==> src/rtl/valu_pkg.sv <==
package valu_pkg;
  parameter int REG_W = 4;
  parameter int NSRC  = 2;
  localparam int NREG = 1 << REG_W;

  typedef logic [REG_W-1:0] reg_idx_t;

  typedef struct packed {
    logic [NSRC-1:0]           src_used;
    logic [NSRC-1:0][REG_W-1:0] src;
    reg_idx_t                  dst;
  } uop_t;

  // True when the younger entry must not pass the older one
  function automatic logic uop_clash(input uop_t older, input uop_t younger);
    logic c;
    c = (older.dst == younger.dst);
    for (int s = 0; s < NSRC; s++) begin
      if (younger.src_used[s] && (younger.src[s] == older.dst)) c = 1'b1;
      if (older.src_used[s] && (older.src[s] == younger.dst)) c = 1'b1;
    end
    return c;
  endfunction
endpackage

==> src/rtl/valu_depfetch.sv <==
module valu_depfetch
  import valu_pkg::*;
#(
  parameter int DEPTH = 4
) (
  input  logic            clk,
  input  logic            rst,
  input  logic            in_vld,
  input  uop_t            in_uop,
  input  logic [NREG-1:0] busy,
  input  logic            fwd_vld,
  input  reg_idx_t        fwd_dst,
  input  logic            wb_vld,
  input  reg_idx_t        wb_dst,
  output logic            full,
  output logic            adm_vld,
  output reg_idx_t        adm_dst
);
  localparam int CNT_W = $clog2(DEPTH + 1);
  localparam int IDX_W = (DEPTH > 1) ? $clog2(DEPTH) : 1;

  logic [DEPTH-1:0] vld_q;
  logic [DEPTH-1:0] aged_q;
  logic [DEPTH-1:0] elig;
  uop_t             uop_q [DEPTH];

  logic [NREG-1:0]  pend;
  logic [IDX_W-1:0] sel;
  logic [CNT_W-1:0] cnt;
  logic [CNT_W-1:0] base;
  logic             acc;
  logic [DEPTH-1:0] sh_vld;
  uop_t             sh_uop [DEPTH];

  // A register in writeback is released on this edge
  always_comb begin
    pend = busy;
    if (wb_vld) pend[wb_dst] = 1'b0;
  end

  for (genvar i = 0; i < DEPTH; i++) begin : g_slot
    logic ops_ok;
    logic order_ok;
    always_comb begin
      ops_ok = !pend[uop_q[i].dst];
      for (int s = 0; s < NSRC; s++) begin
        if (uop_q[i].src_used[s] && pend[uop_q[i].src[s]] &&
            !(fwd_vld && (fwd_dst == uop_q[i].src[s])))
          ops_ok = 1'b0;
      end
      order_ok = 1'b1;
      for (int j = 0; j < i; j++) begin
        if (vld_q[j] && uop_clash(uop_q[j], uop_q[i])) order_ok = 1'b0;
      end
    end
    assign elig[i] = vld_q[i] && aged_q[i] && ops_ok && order_ok;
  end

  // Oldest eligible entry wins
  always_comb begin
    adm_vld = 1'b0;
    sel     = '0;
    for (int k = DEPTH - 1; k >= 0; k--) begin
      if (elig[k]) begin
        adm_vld = 1'b1;
        sel     = IDX_W'(k);
      end
    end
  end

  assign adm_dst = uop_q[sel].dst;

  always_comb begin
    cnt = '0;
    for (int k = 0; k < DEPTH; k++) cnt = cnt + CNT_W'(vld_q[k]);
  end

  assign full = vld_q[DEPTH-1];
  assign acc  = in_vld && !full;

  // Close the gap left by the admitted entry
  always_comb begin
    for (int k = 0; k < DEPTH; k++) begin
      sh_vld[k] = vld_q[k];
      sh_uop[k] = uop_q[k];
      if (adm_vld && (k >= int'(sel))) begin
        if (k < DEPTH - 1) begin
          sh_vld[k] = vld_q[(k < DEPTH - 1) ? k + 1 : k];
          sh_uop[k] = uop_q[(k < DEPTH - 1) ? k + 1 : k];
        end else begin
          sh_vld[k] = 1'b0;
        end
      end
    end
    base = cnt - CNT_W'(adm_vld);
  end

  always_ff @(posedge clk) begin
    if (rst) begin
      vld_q  <= '0;
      aged_q <= '0;
    end else begin
      for (int k = 0; k < DEPTH; k++) begin
        vld_q[k]  <= sh_vld[k];
        aged_q[k] <= sh_vld[k];
        if (acc && (base == CNT_W'(k))) begin
          vld_q[k]  <= 1'b1;
          aged_q[k] <= 1'b0;
        end
      end
    end
  end

  always_ff @(posedge clk) begin
    for (int k = 0; k < DEPTH; k++) begin
      uop_q[k] <= sh_uop[k];
      if (acc && (base == CNT_W'(k))) uop_q[k] <= in_uop;
    end
  end
endmodule

==> src/rtl/valu_scoreboard.sv <==
module valu_scoreboard
  import valu_pkg::*;
(
  input  logic            clk,
  input  logic            rst,
  input  logic            set_vld,
  input  reg_idx_t        set_dst,
  input  logic            clr_vld,
  input  reg_idx_t        clr_dst,
  output logic [NREG-1:0] busy
);
  logic [NREG-1:0] set_m;
  logic [NREG-1:0] clr_m;

  always_comb begin
    set_m = '0;
    clr_m = '0;
    if (set_vld) set_m[set_dst] = 1'b1;
    if (clr_vld) clr_m[clr_dst] = 1'b1;
  end

  // Setting wins when one register is released and claimed together
  always_ff @(posedge clk) begin
    if (rst) busy <= '0;
    else     busy <= (busy & ~clr_m) | set_m;
  end
endmodule

==> src/rtl/valu_alu_pipe.sv <==
module valu_alu_pipe
  import valu_pkg::*;
#(
  parameter int DEPTH = 4
) (
  input  logic     clk,
  input  logic     rst,
  input  logic     adm_vld,
  input  reg_idx_t adm_dst,
  output logic     fwd_vld,
  output reg_idx_t fwd_dst,
  output logic     wb_vld,
  output reg_idx_t wb_dst
);
  logic [DEPTH-1:0] st_vld;
  reg_idx_t         st_dst [DEPTH];

  always_ff @(posedge clk) begin
    if (rst) begin
      st_vld <= '0;
      wb_vld <= 1'b0;
    end else begin
      st_vld[0] <= adm_vld;
      for (int g = 1; g < DEPTH; g++) st_vld[g] <= st_vld[g-1];
      wb_vld <= st_vld[DEPTH-1];
    end
  end

  always_ff @(posedge clk) begin
    st_dst[0] <= adm_dst;
    for (int g = 1; g < DEPTH; g++) st_dst[g] <= st_dst[g-1];
    wb_dst <= st_dst[DEPTH-1];
  end

  assign fwd_vld = st_vld[DEPTH-1];
  assign fwd_dst = st_dst[DEPTH-1];
endmodule

==> src/rtl/valu_fwd_pipe.sv <==
module valu_fwd_pipe
  import valu_pkg::*;
#(
  parameter int DF_DEPTH  = 4,
  parameter int ALU_DEPTH = 4
) (
  input  logic                  clk,
  input  logic                  rst,
  input  logic                  issue_valid,
  input  logic [REG_W-1:0]      issue_dst,
  input  logic [NSRC-1:0]       issue_src_used,
  input  logic [NSRC*REG_W-1:0] issue_src,
  output logic                  issue_ready,
  output logic                  done_valid,
  output logic [REG_W-1:0]      done_dst
);
  uop_t            in_uop;
  logic [NREG-1:0] sb_busy;
  logic            adm_vld;
  reg_idx_t        adm_dst;
  logic            fwd_vld;
  reg_idx_t        fwd_dst;
  logic            wb_vld;
  reg_idx_t        wb_dst;
  logic            df_full;

  always_comb begin
    in_uop.dst      = issue_dst;
    in_uop.src_used = issue_src_used;
    for (int s = 0; s < NSRC; s++) in_uop.src[s] = issue_src[s*REG_W +: REG_W];
  end

  valu_depfetch #(.DEPTH(DF_DEPTH)) u_df (
    .clk     (clk),
    .rst     (rst),
    .in_vld  (issue_valid),
    .in_uop  (in_uop),
    .busy    (sb_busy),
    .fwd_vld (fwd_vld),
    .fwd_dst (fwd_dst),
    .wb_vld  (wb_vld),
    .wb_dst  (wb_dst),
    .full    (df_full),
    .adm_vld (adm_vld),
    .adm_dst (adm_dst)
  );

  valu_scoreboard u_sb (
    .clk     (clk),
    .rst     (rst),
    .set_vld (adm_vld),
    .set_dst (adm_dst),
    .clr_vld (wb_vld),
    .clr_dst (wb_dst),
    .busy    (sb_busy)
  );

  valu_alu_pipe #(.DEPTH(ALU_DEPTH)) u_alu (
    .clk     (clk),
    .rst     (rst),
    .adm_vld (adm_vld),
    .adm_dst (adm_dst),
    .fwd_vld (fwd_vld),
    .fwd_dst (fwd_dst),
    .wb_vld  (wb_vld),
    .wb_dst  (wb_dst)
  );

  assign issue_ready = !df_full;
  assign done_valid  = wb_vld;
  assign done_dst    = wb_dst;
endmodule

==> config.mk <==
export PLATFORM = sky130hd
export DESIGN_NAME = valu_fwd_pipe
export DESIGN_NICKNAME = d
export VERILOG_FILES = /design/src/rtl/valu_pkg.sv /design/src/rtl/valu_depfetch.sv /design/src/rtl/valu_scoreboard.sv /design/src/rtl/valu_alu_pipe.sv /design/src/rtl/valu_fwd_pipe.sv
export SDC_FILE = /design/constraint.sdc
export NUM_CORES = 1
export LEC_CHECK = 0
export BUFFER_PORTS_ARGS = -buffer_cell sky130_fd_sc_hd__buf_4
export CAP_MARGIN = 5
export CORE_MARGIN = 5
export CORE_UTILIZATION = 59
export DETAILED_ROUTE_END_ITERATION = 8
export PLACE_DENSITY = 0.87
export SLEW_MARGIN = 25
export SYNTH_ARGS = -nofsm -noshare
export SYNTH_HDL_FRONTEND = slang
export SYNTH_SLANG_ARGS = --single-unit
==> constraint.sdc <==
create_clock -name clk -period 12.95 [get_ports clk]
set_input_delay 2.59 -clock clk [delete_from_list [all_inputs] [get_ports clk]]
set_output_delay 2.59 -clock clk [all_outputs]
set_load 0.05 [all_outputs]
==> flow_metrics.tcl <==
set metrics [dict create \
    crit_path_max_fanout 23 \
    crit_required_ps 12960 \
    synthTopCellsByCount "xor2_1 (87), clkbuf_1 (73), xnor2_1 (65)" \
    final_nets 852 \
    hold_buffers 0 \
    yosys.area.top_type "edfxtp_1" \
    worstMarginPinSlew_ps 1080 \
    fin_tns_setup_ps 0 \
    slowest_stage "a211oi_1" \
    cpPeakStageDelay_ps 800 \
    numCtsBuffers 9 \
    cts.sink_count 105 \
    slew_headroom 0.282 \
    ys_async_sr_fraction 0 \
    fmax_mhz 147 \
    path_buf_inv 4 \
    outcome "completed" \
    synthesis.nets 898 \
    ys_types 73 \
    syn_inst 877 \
    ys_seq_area_frac 0.326 \
    die_area_um2 16300 \
    finalCritPeriodShare 0.527 \
    drv_cap 0 \
    root_buffer "clkbuf_16" \
    ir_worst_vdd_uv 164 \
    slew_violations 0 \
    gr-total-overflow 0 \
    layout-drive-gt1-share 0.161 \
    setup_viol 0 \
    drt_iter0_markers 1370 \
    hpwlAfterDp_mm 17.5 \
    p_total_w 0.00174 \
    track_usage 0.315 \
    worstPathCellList "nand3b_1 > o21ai_0 > buf_4 > mux4_2 > nor2_1 > nor2_1 > a211oi_1 > nor3_2 > nor3_1 > o21ai_0 > ha_1 > inv_1 > fa_1 > inv_1 > fa_1 > xnor2_1 > and3_1 > nor2b_1 > and2_1 > inv_1 > nand2_1" \
    cts_resized 0 \
    grt_pass1_vias 6823 \
    vias 7168 \
    cts_tree "done" \
    crit_type "reg -> reg" \
    synth.most_common_cell "xor2_1" \
    cp-end-kind "register" \
    gp_congestion 1.07 \
    insertion_delay_ps 370 \
    yosysWarnings 0 \
    finalWirelength_mm 25.4 \
    grt_start_max_net_pins 32 \
    vias_per_cell 7.06 \
    cpMostUsedCell "inv_1" \
    crit_family "simple AND/OR/NAND/NOR gates" \
    cts_buffer_depth 2 \
    synth_edf_count 56 \
    p_leak_nw 2.91 \
    finalHoldViolCount 0 \
    first_pass_iters 5 \
    drtAntennaViolNets 0 \
    post-route-drc-count 0 \
    hold_path.class "reg -> reg" \
    start_util 0.595 \
    cp-start-kind "register" \
    synthTopCellsByArea "edfxtp_1 (21%), dfxtp_1 (12%), xor2_1 (9.3%)" \
    cp_data_arrival_time_ps 6840 \
    fin_worst_skew_ps 10.3 \
    syn_area_um2 8160 \
    postLayoutCellArea_um2 8600 \
    power_density_nw_per_um2 203 \
    diodes 0 \
    min_period_ps 6820 \
    path_clk_slew_ps 70 \
    ys_ff_latch 105 \
    grt_first_pass_wirelength_mm 39.4 \
    post_cts_buffers 0 \
    htreeDepth 3 \
    coreArea_um2 13700 \
    io_pins 23 \
    netlist.area_leader.share 0.206 \
    yosys_most_used_dff "edfxtp_1" \
    rsz0062_at_grt "no" \
    rows 43 \
    io_buffer_count 22 \
    avgSynthCellArea_um2 9.30 \
    wl_per_cell_um 25.0 \
    die_height_um 128 \
    die_width_um 128 \
    area_growth_pct 5.40 \
    placed_area_um2 8300 \
    antenna_found_initial 0 \
]
logic make-up (layout without fill, tap and decap cells):
kind of cell | Yosys count | in the layout | share of synthesized area
buffers and inverters | 130 | 89 | 0.0615
XOR/XNOR | 152 | 152 | 0.163
AND/OR/NAND/NOR | 222 | 222 | 0.144
multiplexers | 83 | 83 | 0.135
AO/OA/AOI/OAI | 181 | 181 | 0.162
adder cells (fa/ha/maj) | 4 | 4 | 0.00798
flip-flops | 105 | 105 | 0.326
layer usage:
| layer | up-vias | track usage | share of wire |
|---|---|---|---|
| li1 | 3117 | - | - |
| met1 | 3318 | 0.409 | 0.37 |
| met2 | 582 | 0.472 | 0.44 |
| met3 | 151 | 0.0769 | 0.12 |
| met4 | 0 | 0.197 | 0.069 |
| met5 | - | 0 | 0 |
power breakdown:
group	total, W	switching (W)	internal [W]
registers	0.000767	0.000283	0.000485
logic	0.000702	0.000374	0.000328
clock network	0.000272	0.000137	0.000135
total	0.00174	0.000794	0.000948
per-stage QoR:
step | hold slack (ps) | util | cells | worst slack, ps
finish | 328 | 0.627 | 1016 | 6130
global route | 330 | 0.627 | 1016 | 5550
floorplan | 310 | - | 877 | 6960
CTS | 328 | 0.627 | 1016 | 6230
detailed placement | 312 | 0.605 | 1000 | 6270
global placement | 310 | 0.605 | 1000 | 6560
path summary, 6_finish.rpt:
kind	slack, ps	start	endpoint	cells after the start
hold / removal	330	u_alu.st_dst[0][0]$_DFF_P_	u_alu.st_dst[1][0]$_DFF_P_	0
setup reg to reg	6130	u_alu.wb_dst[2]$_DFF_P_	u_df.uop_q[0][10]$_DFFE_PP_	21
hold reg to reg	330	u_alu.st_dst[0][0]$_DFF_P_	u_alu.st_dst[1][0]$_DFF_P_	0
setup / recovery	6130	u_alu.wb_dst[2]$_DFF_P_	u_df.uop_q[0][10]$_DFFE_PP_	21
flip-flops by register name, indices dropped and copies added, names as in the netlist:
signal        count
u_alu.wb_vld      1
u_alu.wb_dst      4
u_df.uop_q       56
u_sb.busy        16
u_df.aged_q       4
u_alu.st_dst     16
u_df.vld_q        4
u_alu.st_vld      4
layout by cell type, fill, tap and decap left out, drive strengths merged, types with 4 or more instances in the layout:
cell and instances:
edfxtp 56, nor3 35, mux2i 21, dfxtp 49
inv 35, and3 6, o211ai 14, a21oi 13
nand3 27, nor2b 13, a211oi 9, nand2 45
or2 4, o22ai 19, clkinv 4, a2111oi 4
o2111ai 9, o21a 5, nand4 11, o32ai 7
clkbuf 9, xor2 87, o22a 4, o41ai 8
buf 40, a31oi 14, o31ai 5, o311ai 6
a32oi 7, xnor2 65, nand2b 6, or3 6
and2 6, nand3b 7, mux2 45, nor4 15
nor2 35, o21ai 35, mux4 17
cell type report:
cell class | instances | area, um^2
clock buffers | 9 | 225
clock inverters | 7 | 67.6
fillers | 1121 | 5120
inverters | 33 | 124
multi-input cells | 642 | 4990
flip-flops and latches | 105 | 2660
well taps | 180 | 225
repair buffers | 40 | 300
Note: power is estimated with default switching activity, not from simulation.
